`src/rtl/dma_xfer_pkg.sv`:
```
package dma_xfer_pkg;

    typedef enum logic [2:0] {
        ST_IDLE,
        ST_ARB,
        ST_READ,
        ST_WRITE,
        ST_DONE
    } xfer_state_e;

endpackage

```
`src/rtl/dma_align_chk.sv`:
```
module dma_align_chk #(
    parameter int AW = 32,
    parameter int NB = 4
) (
    input  logic [1:0]    xfer_size,
    input  logic [AW-1:0] src_addr,
    input  logic [AW-1:0] dst_addr,
    output logic          legal
);
    localparam int LNB = $clog2(NB);

    logic [AW-1:0] low_mask;
    logic          size_ok;

    always_comb begin
        size_ok  = (int'(xfer_size) <= LNB);
        low_mask = (AW'(1) << xfer_size) - AW'(1);
        legal    = size_ok
                   && ((src_addr & low_mask) == '0)
                   && ((dst_addr & low_mask) == '0);
    end
endmodule

```
`src/rtl/dma_chunk_calc.sv`:
```
module dma_chunk_calc #(
    parameter int NB = 4,
    parameter int CW = 3
) (
    input  logic [1:0]    port_w,
    input  logic [CW-1:0] remain,
    output logic [CW-1:0] chunk
);
    localparam int LNB = $clog2(NB);

    logic [CW-1:0] port_bytes;

    always_comb begin
        if (int'(port_w) >= LNB)
            port_bytes = CW'(NB);
        else
            port_bytes = CW'(1) << port_w;
        chunk = (remain < port_bytes) ? remain : port_bytes;
    end
endmodule

```
`src/rtl/dma_pack_buf.sv`:
```
module dma_pack_buf #(
    parameter int NB = 4,
    parameter int CW = 3
) (
    input  logic           clk,
    input  logic           rst_n,
    input  logic           load_en,
    input  logic [CW-1:0]  offset,
    input  logic [CW-1:0]  chunk,
    input  logic [8*NB-1:0] rdata,
    output logic [8*NB-1:0] wdata
);
    localparam int DW = 8 * NB;

    logic [DW-1:0] shifted_in;
    logic [DW-1:0] store_q;
    logic [CW:0]   span_end;

    always_comb begin
        shifted_in = rdata << {offset, 3'b000};
        span_end   = {1'b0, offset} + {1'b0, chunk};
        wdata      = store_q >> {offset, 3'b000};
    end

    for (genvar i = 0; i < NB; i++) begin : g_lane
        logic in_span;
        always_comb in_span = (CW'(i) >= offset) && ((CW+1)'(i) < span_end);

        always_ff @(posedge clk or negedge rst_n) begin
            if (!rst_n)
                store_q[8*i +: 8] <= '0;
            else if (load_en && in_span)
                store_q[8*i +: 8] <= shifted_in[8*i +: 8];
        end
    end
endmodule

```
`src/rtl/dma_xfer_unit.sv`:
```
module dma_xfer_unit
    import dma_xfer_pkg::*;
#(
    parameter int AW = 32,
    parameter int DW = 32
) (
    input  logic                          clk,
    input  logic                          rst_n,
    input  logic                          start,
    input  logic [1:0]                    xfer_size,
    input  logic [AW-1:0]                 src_addr,
    input  logic [AW-1:0]                 dst_addr,
    output logic                          err,
    output logic                          done,
    output logic                          bus_req,
    input  logic                          bus_ack,
    output logic                          bus_rd,
    output logic                          bus_wr,
    output logic [AW-1:0]                 bus_addr,
    output logic [$clog2(DW/8):0]         bus_nbytes,
    input  logic [1:0]                    bus_port_w,
    input  logic [DW-1:0]                 bus_rdata,
    output logic [DW-1:0]                 bus_wdata,
    input  logic                          bus_ready
);
    localparam int NB  = DW / 8;
    localparam int LNB = $clog2(NB);
    localparam int CW  = LNB + 1;

    xfer_state_e   state_q, state_d;
    logic [AW-1:0] cur_q;
    logic [AW-1:0] dst_q;
    logic [CW-1:0] remain_q;
    logic [CW-1:0] total_q;
    logic [CW-1:0] offset_q;
    logic          err_q;

    logic          legal;
    logic          accept;
    logic [CW-1:0] chunk;
    logic [CW-1:0] req_bytes;
    logic          last_beat;
    logic          rd_load;
    logic [DW-1:0] packed_out;

    dma_align_chk #(.AW(AW), .NB(NB)) u_align (
        .xfer_size (xfer_size),
        .src_addr  (src_addr),
        .dst_addr  (dst_addr),
        .legal     (legal)
    );

    dma_chunk_calc #(.NB(NB), .CW(CW)) u_chunk (
        .port_w (bus_port_w),
        .remain (remain_q),
        .chunk  (chunk)
    );

    dma_pack_buf #(.NB(NB), .CW(CW)) u_buf (
        .clk     (clk),
        .rst_n   (rst_n),
        .load_en (rd_load),
        .offset  (offset_q),
        .chunk   (chunk),
        .rdata   (bus_rdata),
        .wdata   (packed_out)
    );

    always_comb begin
        accept    = (state_q == ST_IDLE) && start && legal;
        req_bytes = CW'(1) << xfer_size;
        last_beat = bus_ready && (remain_q == chunk);
        rd_load   = (state_q == ST_READ) && bus_ready;
    end

    // next-state logic
    always_comb begin
        state_d = state_q;
        unique case (state_q)
            ST_IDLE:  if (accept)     state_d = ST_ARB;
            ST_ARB:   if (bus_ack)    state_d = ST_READ;
            ST_READ:  if (last_beat)  state_d = ST_WRITE;
            ST_WRITE: if (last_beat)  state_d = ST_DONE;
            ST_DONE:                  state_d = ST_IDLE;
            default:                  state_d = ST_IDLE;
        endcase
    end

    // state register
    always_ff @(posedge clk or negedge rst_n) begin
        if (!rst_n) state_q <= ST_IDLE;
        else        state_q <= state_d;
    end

    // datapath registers
    always_ff @(posedge clk or negedge rst_n) begin
        if (!rst_n) begin
            cur_q    <= '0;
            dst_q    <= '0;
            remain_q <= '0;
            total_q  <= '0;
            offset_q <= '0;
            err_q    <= 1'b0;
        end else begin
            err_q <= (state_q == ST_IDLE) && start && !legal;
            unique case (state_q)
                ST_IDLE: begin
                    if (accept) begin
                        cur_q    <= src_addr;
                        dst_q    <= dst_addr;
                        remain_q <= req_bytes;
                        total_q  <= req_bytes;
                        offset_q <= '0;
                    end
                end
                ST_READ: begin
                    if (last_beat) begin
                        cur_q    <= dst_q;
                        remain_q <= total_q;
                        offset_q <= '0;
                    end else if (bus_ready) begin
                        cur_q    <= cur_q + AW'(chunk);
                        remain_q <= remain_q - chunk;
                        offset_q <= offset_q + chunk;
                    end
                end
                ST_WRITE: begin
                    if (bus_ready) begin
                        cur_q    <= cur_q + AW'(chunk);
                        remain_q <= remain_q - chunk;
                        offset_q <= offset_q + chunk;
                    end
                end
                default: ;
            endcase
        end
    end

    // outputs
    always_comb begin
        bus_req    = 1'b0;
        bus_rd     = 1'b0;
        bus_wr     = 1'b0;
        done       = 1'b0;
        bus_nbytes = '0;
        bus_wdata  = '0;
        unique case (state_q)
            ST_IDLE: ;
            ST_ARB:  bus_req = 1'b1;
            ST_READ: begin
                bus_req    = 1'b1;
                bus_rd     = 1'b1;
                bus_nbytes = chunk;
            end
            ST_WRITE: begin
                bus_req    = 1'b1;
                bus_wr     = 1'b1;
                bus_nbytes = chunk;
                bus_wdata  = packed_out;
            end
            ST_DONE: done = 1'b1;
            default: ;
        endcase
        bus_addr = cur_q;
        err      = err_q;
    end
endmodule

```
`config.mk`:
```
export PLATFORM = sky130hd
export DESIGN_NAME = dma_xfer_unit
export DESIGN_NICKNAME = d
export VERILOG_FILES = /design/src/rtl/dma_xfer_pkg.sv /design/src/rtl/dma_align_chk.sv /design/src/rtl/dma_chunk_calc.sv /design/src/rtl/dma_pack_buf.sv /design/src/rtl/dma_xfer_unit.sv
export SDC_FILE = /design/constraint.sdc
export NUM_CORES = 1
export LEC_CHECK = 0
export BUFFER_PORTS_ARGS = -buffer_cell sky130_fd_sc_hd__buf_2
export CAP_MARGIN = 30
export CORE_MARGIN = 5
export CORE_UTILIZATION = 54
export DETAILED_ROUTE_END_ITERATION = 16
export PLACE_DENSITY = 0.81
export SETUP_SLACK_MARGIN = 0.05
export SLEW_MARGIN = 40
export SYNTH_ARGS = -nofsm -noshare
export SYNTH_HDL_FRONTEND = slang
export SYNTH_SLANG_ARGS = --single-unit
```
`constraint.sdc`:
```
create_clock -name clk -period 4.39 [get_ports clk]
set_input_delay 0.878 -clock clk [delete_from_list [all_inputs] [get_ports clk]]
set_output_delay 0.878 -clock clk [all_outputs]
set_load 0.02 [all_outputs]
```
==> results.md <==
- PortBufs: 176
- Max Cap Viol: 0
- Buffers and inverters on the worst path: 2
- Area Overhead vs Synth: 18.60%
- Most common cell after layout, fill and taps aside: buf_2
- Final net count: 973
- Worst-Skew Late Latency: 0.36 ns
- Crit path top cell by count: ha_1
- Chip Width: 122.7 µm
- H-tree lvl count: 3
- Largest net degree at the start of global routing: 70
- Slowest cell delay on critical path: 0.59 ns
- Number of fill cells: 1073
- Initial core utilization: 54.82%
- Crit Path Max Fanout: 8
- Post-Route Setup TNS: 0 ns
- Final setup vio count: 0
- Achievable frequency: 247.9 MHz
- Worst-Margin Slew: 0.7606 ns
- Synth Flop Type: dfrtp_1
- Clk root buf: clkbuf_16
- Drt first-iter violations: 524
- Status: completed
- Internal: 3.322 mW
- # IOs: 177
- Die Ht: 122.7 µm
- Core footprint: 0.01252 mm²
- Post-DP HPWL: 14.31 mm
- Most frequent cells in the layout: buf_2 (175), dfrtp_1 (107), nor2_1 (71), a21oi_1 (40), mux2i_1 (37)
- Sw Pwr: 2.967 mW
- Layout cells sized above 1: 30.77%
- Mapped Area: 0.006862 mm²
- Critical Path RT: 4.64 ns
- First-pass GRT wire length: 30.86 mm
- Syn avg cell area: 9.873 µm²
- Skew final: 0.005798 ns
- Netlist cell types: 73
- Crit-path leading delay family: compound AO/OA/AOI/OAI gates
- Crit-path cells: buf_2 -> inv_1 -> nand2_1 -> ha_1 -> o31a_1 -> o21ai_0 -> nand2b_1 -> mux2_2 -> ha_1 -> fa_1 -> and2_1 -> a21oi_1 -> nor2_1 -> a2111o_1 -> mux2_4
- Die area: 0.01506 mm²
- Post-synthesis async set-or-reset flop share: 100.0%
- Post-CTS Setup Bufs: 0
- Part of the power in the clock network: 12.1%
- Rel. slew slack: 49.30%
- Vias: 6246
- Final Instance Count excl. Fillers: 1031
- Vias/cell: 6.058
- Sw Ratio: 47.18%
- Synth Net Count: 815
- Clock slew at reported path FFs: 0.07 ns
- Leakage: 3.740 nW
- Clk buf depth: 2
- Arrival time worst endpoint: 4.28 ns
- Crit Path Class: in2reg
- Sequential share of power: 32.1%
- CTS tree: built
- Tcrit/Tclk final: 91.88%
- Gpl congestion: 0.9063
- EDFF count, synth: 0
- Cell with the biggest individual delay on the critical path: a2111o_1
- DR pass1 iterations: 8
- Post-DR wirelength/cell: 18.96 µm
- Initial antenna violation count: 0
- Worst hold path class: in2async
- RSZ-0062 raised after global routing: false
- PwrDens: 772.8 mW/mm²
- Slew Limit Fails: 0
- Startpoint types: input pin
- Grt total ovfl: 0
- Final wirelength: 19.55 mm
- Synthesis warning total: 0
- Antenna Nets Post-Route: 0
- CTS Buf Count: 9
- Fin. Hold Viols: 0
- Aggregate global-route resource usage: 25.93%
- Post-cts gate resize count: 0
- Share of total power in combinational logic: 55.8%
- Setup crit end kind: register
- # rows: 41
- Drt drc: 0
- Synthesis-stage register bit count: 109
- # clock sinks: 109
- Placed cells: 1014
- Tmin final: 4.034 ns
- Hold buffer count at cts: 0
- Peak VDD IR: 0.0004194 V
- Register area share after synthesis: 39.75%
- Number of global-route vias before repair: 6072
- Gate Count Post-Synth: 695
-- path summary, 6_finish.rpt --
kind	to	depth (start not counted)	slack [ns]	from
min in group clk	dst_q[21]$_DFFE_PN0P_	1	0.49	dst_q[21]$_DFFE_PN0P_
hold / removal	dst_q[31]$_DFFE_PN0P_	1	0.48	rst_n
setup reg to reg	u_buf.store_q[1]$_DFFE_PN0P_	12	0.67	remain_q[1]$_DFFE_PN0P_
setup / recovery	u_buf.store_q[1]$_DFFE_PN0P_	15	0.36	bus_port_w[1]
max in group asynchronous	bus_addr[9]$_DFFE_PN0P_	2	3.05	rst_n
hold reg to reg	dst_q[21]$_DFFE_PN0P_	1	0.49	dst_q[21]$_DFFE_PN0P_
-- registers in the layout, indices dropped and copies added (netlist names) --
| name | flops |
|---|---|
| bus_addr | 32 |
| dst_q | 32 |
| err | 1 |
| offset_q | 3 |
| remain_q | 3 |
| state_q | 3 |
| total_q | 3 |
| u_buf.store_q | 32 |
-- synth_stat cells (10+ instances only) --
master / number / share of area, %
nand3_1: 19 / 1.4
ha_1: 12 / 2.2
nor3_1: 10 / 0.73
inv_1: 17 / 0.93
mux2_1: 23 / 3.8
clkbuf_1: 28 / 1.5
o21ai_0: 25 / 1.8
nor2b_1: 20 / 1.8
nand2_1: 28 / 1.5
a21oi_1: 40 / 2.9
dfrtp_1: 109 / 40
mux2i_1: 37 / 5.4
and2_1: 16 / 1.5
mux2_2: 28 / 4.6
a22oi_1: 16 / 1.8
a211oi_1: 26 / 2.8
buf_2: 12 / 0.88
o21ai_1: 10 / 0.73
nor2_1: 71 / 3.9
-- per-layer routing --
metal,part of all wire [%],routed length [µm],vias to the layer above,GRT usage (%)
met3,8.3,1619,37,5.346
met5,0,0,-,0
met2,47,9269,271,41.51
li1,-,-,2913,-
met1,42,8213,3025,34.89
met4,2.3,446,0,9.517
-- power by group through the flow --
stage / Sequential [mW] / Combinational (mW) / Clock (mW)
6_report: 2.02 / 3.51 / 0.764
3_5_place_dp: 2.01 / 3.48 / 0
3_3_place_gp: 1.99 / 3.39 / 0
2_1_floorplan: 2.01 / 2.47 / 0
5_1_grt: 2.08 / 3.80 / 0.808
4_1_cts: 2.00 / 3.50 / 0.770
-- final cells by class --
cell class	instances	area, µm²	area share, %
multi-input cells	522	3846	47.26
flip-flops and latches	109	2730	33.55
repair buffers	194	1018	12.52
clock buffers	13	240.2	2.952
well taps	172	215.2	2.645
inverters	17	63.81	0.7841
clock inverters	3	21.27	0.2614
diodes	1	2.502	0.03075
-- cells by family after synthesis --
group           after synthesis  synth area share (%)
compound gates              196                 20.13
xor+xnor                      7                0.8935
fa+ha+maj                    15                 3.063
buf+inv                      64                 4.449
flops                       109                 39.75
mux                          96                 15.52
simple gates                208                 16.19
-- per-stage QoR --
stage               setup slack [ns]  utilization [%]  power (mW)  hold slack (ns)  instance area [µm²]
floorplan                     0.5110                -       4.474           0.4485                 6862
global placement              0.1434            62.83       5.383           0.4650                 7865
detailed placement           0.04003            62.87       5.486           0.4706                 7870
CTS                           0.4070            64.96       6.264           0.4858                 8132
global route                 0.09847            64.99       6.697           0.5120                 8135
finish                        0.3563            65.01       6.289           0.4775                 8138
No activity file was read; power rests on OpenSTA's default activity.
